--- src/rtl/phase_gen_pkg.sv ---
package phase_gen_pkg;

    typedef enum logic {
        PH_FETCH = 1'b0,
        PH_EXEC  = 1'b1
    } phase_e;

endpackage

--- src/rtl/phase_gen_runctl.sv ---
module phase_gen_runctl (
    input  logic clk_i,
    input  logic rst_ni,
    input  logic run_i,
    input  logic halt_i,
    input  logic cycle_end_i,
    output logic running_o
);

    typedef struct packed {
        logic running;
        logic pend;
    } ctl_t;

    ctl_t ctl_d, ctl_q;

    always_comb begin
        ctl_d = ctl_q;
        if (!ctl_q.running) begin
            // stopped: halt beats run
            ctl_d.running = run_i & ~halt_i;
            ctl_d.pend    = 1'b0;
        end else if (cycle_end_i) begin
            // instruction boundary: honour a halt seen now or earlier
            if (halt_i || ctl_q.pend) begin
                ctl_d.running = 1'b0;
            end
            ctl_d.pend = 1'b0;
        end else begin
            ctl_d.pend = ctl_q.pend | halt_i;
        end
    end

    always_ff @(posedge clk_i or negedge rst_ni) begin
        if (!rst_ni) begin
            ctl_q <= '0;
        end else begin
            ctl_q <= ctl_d;
        end
    end

    assign running_o = ctl_q.running;

endmodule

--- src/rtl/phase_gen_step.sv ---
module phase_gen_step
    import phase_gen_pkg::*;
#(
    parameter int PHASE_LEN = 2
) (
    input  logic   clk_i,
    input  logic   rst_ni,
    input  logic   active_i,
    output phase_e phase_o,
    output logic   last_o
);

    localparam int SW = (PHASE_LEN > 2) ? $clog2(PHASE_LEN) : 1;
    localparam logic [SW-1:0] LAST = SW'(PHASE_LEN - 1);

    typedef struct packed {
        phase_e        phase;
        logic [SW-1:0] sub;
    } step_t;

    step_t st_d, st_q;

    always_comb begin
        st_d = st_q;
        if (!active_i) begin
            // idle: park at the start of fetch
            st_d.phase = PH_FETCH;
            st_d.sub   = '0;
        end else if (st_q.sub == LAST) begin
            st_d.sub   = '0;
            st_d.phase = (st_q.phase == PH_FETCH) ? PH_EXEC : PH_FETCH;
        end else begin
            st_d.sub = st_q.sub + SW'(1);
        end
    end

    always_ff @(posedge clk_i or negedge rst_ni) begin
        if (!rst_ni) begin
            st_q <= '{phase: PH_FETCH, sub: '0};
        end else begin
            st_q <= st_d;
        end
    end

    assign phase_o = st_q.phase;
    assign last_o  = (st_q.sub == LAST);

endmodule

--- src/rtl/phase_gen_strobe.sv ---
module phase_gen_strobe
    import phase_gen_pkg::*;
(
    input  logic       running_i,
    input  phase_e     phase_i,
    input  logic       last_i,
    output logic [1:0] level_o,
    output logic [1:0] wr_o
);

    for (genvar g = 0; g < 2; g++) begin : g_phase
        localparam phase_e SEL = (g == 0) ? PH_FETCH : PH_EXEC;
        assign level_o[g] = running_i & (phase_i == SEL);
        assign wr_o[g]    = level_o[g] & last_i;
    end

endmodule

--- src/rtl/phase_gen.sv ---
module phase_gen
    import phase_gen_pkg::*;
#(
    parameter int PHASE_LEN = 2
) (
    input  logic clk_i,
    input  logic rst_ni,
    input  logic run_i,
    input  logic halt_i,
    output logic fetch_o,
    output logic fetch_wr_o,
    output logic exec_o,
    output logic exec_wr_o
);

    logic       running;
    phase_e     phase;
    logic       last;
    logic       cycle_end;
    logic [1:0] level;
    logic [1:0] wr;

    assign cycle_end = running & (phase == PH_EXEC) & last;

    phase_gen_runctl u_runctl (
        .clk_i       (clk_i),
        .rst_ni      (rst_ni),
        .run_i       (run_i),
        .halt_i      (halt_i),
        .cycle_end_i (cycle_end),
        .running_o   (running)
    );

    phase_gen_step #(.PHASE_LEN(PHASE_LEN)) u_step (
        .clk_i    (clk_i),
        .rst_ni   (rst_ni),
        .active_i (running),
        .phase_o  (phase),
        .last_o   (last)
    );

    phase_gen_strobe u_strobe (
        .running_i (running),
        .phase_i   (phase),
        .last_i    (last),
        .level_o   (level),
        .wr_o      (wr)
    );

    assign fetch_o    = level[0];
    assign exec_o     = level[1];
    assign fetch_wr_o = wr[0];
    assign exec_wr_o  = wr[1];

endmodule

--- config.mk ---
export PLATFORM = sky130hd
export DESIGN_NAME = phase_gen
export DESIGN_NICKNAME = d
export VERILOG_FILES = /design/src/rtl/phase_gen_pkg.sv /design/src/rtl/phase_gen_runctl.sv /design/src/rtl/phase_gen_step.sv /design/src/rtl/phase_gen_strobe.sv /design/src/rtl/phase_gen.sv
export SDC_FILE = /design/constraint.sdc
export NUM_CORES = 1
export LEC_CHECK = 0
export CAP_MARGIN = 10
export CORE_AREA = 4 4 41 43
export CTS_CLUSTER_SIZE = 40
export DETAILED_ROUTE_END_ITERATION = 12
export DIE_AREA = 0 0 45 47
export PLACE_DENSITY_LB_ADDON = 0.2
export REMOVE_ABC_BUFFERS = 1
export SLEW_MARGIN = 20
export SYNTH_ARGS = -nofsm -noshare
export SYNTH_HDL_FRONTEND = slang
export SYNTH_SLANG_ARGS = --single-unit
--- constraint.sdc ---
create_clock -name clk_i -period 0.99 [get_ports clk_i]
set_input_delay 0.099 -clock clk_i [delete_from_list [all_inputs] [get_ports clk_i]]
set_output_delay 0.099 -clock clk_i [all_outputs]
set_load 0.05 [all_outputs]
* Yosys cells after proc, flatten, opt, wreduce, memory -nomap -nowiden
Index checks and enable logic that the tools add are counted.
** Operators by class
- Multiplexer cells :: 8
- Equal/unequal tests :: 1
- Bitwise gates (word level) :: 8
- Reductions and logical operators :: 1
- Add/subtract/negate cells :: 1
** Operator list (number)
- $mux W1 :: 6
- $and A1 B1 Y1 :: 5
- $mux W2 :: 2
- $ne A2 B1 Y1 const B :: 1
- $not A1 Y1 :: 2
- $add A1 B1 Y1 const B :: 1
- $logic_or A1 B1 Y1 :: 1
- $or A1 B1 Y1 :: 1
** Storage, ports and cells
- Output and inout port bits :: 4
- Logic and storage cells :: 23
- Register bits after elaboration :: 4
- Input bits :: 4

* Longest topological paths before layout
- Word-level depth :: 4
- Mapped depth :: 2
- Depth with buffers taken out :: 2

* Hierarchy
A second synthesis with hierarchy kept.
** Second synthesis, totals
- Cells, all modules :: 17
- Area, all modules :: 193.9 µm²
** By module, submodules not included
- phase_gen_runctl :: cells an instance 7, instances 1, area an instance 80.1 µm², seq. area each 50.0 µm²
- phase_gen_step :: cells an instance 5, instances 1, area an instance 73.8 µm², seq. area each 50.0 µm²
- phase_gen_strobe :: cells an instance 4, instances 1, area an instance 33.8 µm², seq. area each 0.0 µm²
- phase_gen :: cells an instance 1, instances 1, area an instance 6.3 µm², seq. area each 0.0 µm²

* Worst setup path after synthesis
OpenSTA, ideal clock, no wires.
- Path type :: flip-flop to output port
- From :: register u_runctl.ctl_q, in the netlist u_runctl.running_o
- To :: output port fetch_wr_o
- Data required time :: 0.891 ns
- Cell stages (with the launch flop) :: 3
- Path buffers :: 0
- Arrival :: 1.399 ns
- Slack :: -0.508 ns
- Cell sequence :: dfrtp_1 > nor2b_2 > and2_1
** Between the ends
- Longest elaborated chain between the ends :: 2
** Ends and longest elaborated chain
- start: declaration :: line phase_gen_runctl.sv:15 : ctl_t ctl_d, ctl_q;
- start signal: assignment :: line phase_gen_runctl.sv:38 : ctl_q <= ctl_d;
- $and A1 B1 Y1 :: line phase_gen_strobe.sv:13 : assign level_o[g] = running_i & (phase_i == SEL);
- named net fetch_o :: line phase_gen.sv:10 : output logic fetch_o,
- $and A1 B1 Y1 :: line phase_gen_strobe.sv:14 : assign wr_o[g] = level_o[g] & last_i;
- end: declaration :: line phase_gen.sv:11 : output logic fetch_wr_o,
The timed path passes the listed nets, and every way through them passes these cells.

* Worst setup path after layout
- From :: register u_runctl.ctl_q, in the netlist u_runctl.running_o
- To :: output port fetch_wr_o
** Between the ends
- Longest elaborated chain between the ends :: 2
** Ends and longest elaborated chain (line)
- $and A1 B1 Y1 :: phase_gen_strobe.sv:13
- $and A1 B1 Y1 :: phase_gen_strobe.sv:14
Every way passes these cells.

==> impl_metrics.toml <==
[final_layout]
layout_common_cells = "4 x sky130_fd_sc_hd__buf_12, 4 x sky130_fd_sc_hd__buf_4, 4 x sky130_fd_sc_hd__dfrtp_1"
diodes = 0
layout-drive-gt1-share_pct = 48.4
area_growth_syn_to_layout_pct = 102
final_area_um2 = 377
final_nets = 37

[critical_path]
critical_path.endpoint_type = "primary output"
path_buf_inv = 1
worst_r2r_startpoint = "u_runctl.running_o"
crit_path_max_incr_delay_ps = 390
startpoint = "u_runctl.running_o"
timing.setup.critical_path_class = "flip-flop to primary output"
critical_path_arrival_ps = 1050
path_depth = 3
timing.critical_path.cells = "nor2b_4 > and2_4 > buf_12"
worstReg2RegEnd = "u_runctl.running_o"
crit_required_ps = 890
crit_path_top_delay_cell = "sky130_fd_sc_hd__dfrtp_1"
path_delay_family = "flip-flops"
r2r_cell_count = 4
critical_path.startpoint_type = "flip-flop"
rrSetupSlack_ps = -80
path_max_fanout = 3

[cts]
cts-htree-levels = 1
cts_buffer_depth = 2
cts_sinks = 4
tritoncts_clock_tree = "built"
clk-insertion-delay-late_ps = 230
reg_clk_slew_reported_paths_ps = 40
clk_root_buffer_cell = "sky130_fd_sc_hd__clkbuf_4"
numCtsBuffers = 3

[timing]
slew_violations = 0
timing.final.setup_violations = 6
min_period_ps = 1150
timing_worst_slew_pin_value_ps = 190
post-route-period-util_pct = 116
timing.final.ws_setup_ps = -159
finalHoldWorstSlack_ps = 71.3
timing_hold_violations_final = 0
max_freq_mhz = 870
grt_setup_unrepaired = "yes"
slew_headroom_pct = 87.2
fin_worst_skew_ps = 3.89

[power_and_ir_drop]
powerDensity_nw_per_um2 = 4220
internal_power_uw = 964
static-leakage-power_nw = 0.181
power_switching_uw = 626
swShare_pct = 39.4
peakVddDrop_uv = 1100
seq_power_share_pct = 20.2
clock_power_share_pct = 12.2
power.share.combinational_pct = 67.6

[worst_hold_path]
worst_hold_path_type = "input pin to async pin"

[floorplanning]
die_width_um = 45
initial_core_util_pct = 14.3
floorplan.die_area_um2 = 2120
floorplan.rows = 13
ios = 8
chipHeight_um = 47
fp.coreArea_um2 = 1300

[global_route]
grt_pass1_vias = 183
antenna_found_initial = 0
grt_max_degree = 6
grt_first_pass_wirelength_um = 683
grt_usage_pct = 5.08
grt_remaining_overflow = 0

[outcome]
violated_checks = "setup timing"
outcome = "finished with violations"

[drt]
via_count_normalized_by_instance_count = 3.83
drt-total-wl_um = 400
wl_per_cell_um = 8.70
detailedRoute.firstPassIterationCount = 1
count_of_unresolved_drc_violations_after_routing = 0
antenna_left = 0
num_vias = 176
drt_iter0_markers = 0

[place]
finalWeightedCongestion = 0.610
place.port_buffers = 7
detailed_place.area_um2 = 330

[yosys]
synthesis.instances = 17
synth_top_area_cell = "sky130_fd_sc_hd__dfrtp_1"
synth_seq_cells = 4
synth_top_area_share_pct = 53.7
synth_area_per_cell_um2 = 11.0
syn_area_um2 = 186
yosys.cell_types.count = 10
synth-warning-count = 0
synth.yosys.seq_area_share_pct = 53.7
synth.area.top_cells = "sky130_fd_sc_hd__dfrtp_1 54%, sky130_fd_sc_hd__and2_1 10%, sky130_fd_sc_hd__nor2_1 6.0%"

[job]
max_cap_viol_count = 0
==> cell type report <==
class | count | area [um^2]
well taps | 15 | 18.8
fillers | 141 | 925
flip-flops and latches | 4 | 100
multi-input cells | 13 | 95.1
clock buffers | 3 | 22.5
repair buffers | 11 | 140
==> what timing repair did <==
| item | in CTS | in global routing |
|---|---|---|
| buffers inserted | 2 | 0 |
| gates cloned | 0 | 0 |
| resized for setup | 3 | 0 |
| hold buffers | 0 | 0 |
| setup endpoints to repair | 4 | 7 |
==> sequential cells by signal (all words and copies together), names as in the netlist <==
name,count
u_runctl.ctl_q,1
u_runctl.running_o,1
u_step.last_o,1
u_step.phase_o,1
==> synthesized netlist by cell type <==
master,n
sky130_fd_sc_hd__xor2_1,1
sky130_fd_sc_hd__dfrtp_1,4
sky130_fd_sc_hd__nor2b_2,1
sky130_fd_sc_hd__and3_2,1
sky130_fd_sc_hd__nor2b_1,1
sky130_fd_sc_hd__and2_1,3
sky130_fd_sc_hd__o31ai_1,1
sky130_fd_sc_hd__a21bo_1,1
sky130_fd_sc_hd__nor2_1,3
sky130_fd_sc_hd__and2_2,1
==> layer usage <==
| layer | share of wire [%] | GRT usage, % | wire length (um) |
|---|---|---|---|
| met2 | 50 | 7.91 | 201 |
| met1 | 40 | 4.14 | 161 |
| met3 | 9.3 | 3.45 | 37 |
| met4 | 0 | 5.26 | 0 |
| met5 | 0 | 0 | 0 |
==> worst max-delay path by stage <==
stage and end:
2_1_floorplan fetch_wr_o, 3_3_place_gp fetch_wr_o, 3_5_place_dp fetch_wr_o, 4_1_cts fetch_wr_o
5_1_grt fetch_wr_o, 6_report fetch_wr_o
==> metrics by stage <==
stage | std cells | TNS [ps] | worst slack (ps) | power, mW | util [%]
after floorplan | 17 | -508 | -508 | 0.804 | -
after global placement | 41 | 0 | 24.8 | 1.29 | 25.4
after global routing | 46 | -1020 | -203 | 1.69 | 28.9
after detailed placement | 41 | 0 | 22.6 | 1.30 | 25.4
final | 46 | -708 | -159 | 1.59 | 28.9
after CTS | 46 | -751 | -176 | 1.62 | 28.9
==> power groups by stage <==
stage	Sequential [mW]	Clock (mW)	Combinational (mW)
after global placement	0.321	0	0.968
after detailed placement	0.324	0	0.975
after CTS	0.323	0.209	1.09
after floorplan	0.313	0	0.491
after global routing	0.338	0.221	1.13
final	0.322	0.194	1.07
==> logic make-up after synthesis <==
group / after synthesis / synth area share, %
xor+xnor: 1 / 4.70
simple gates: 10 / 32.2
compound gates: 2 / 9.40
flops: 4 / 53.7
Power figures use the tool's default switching activity.
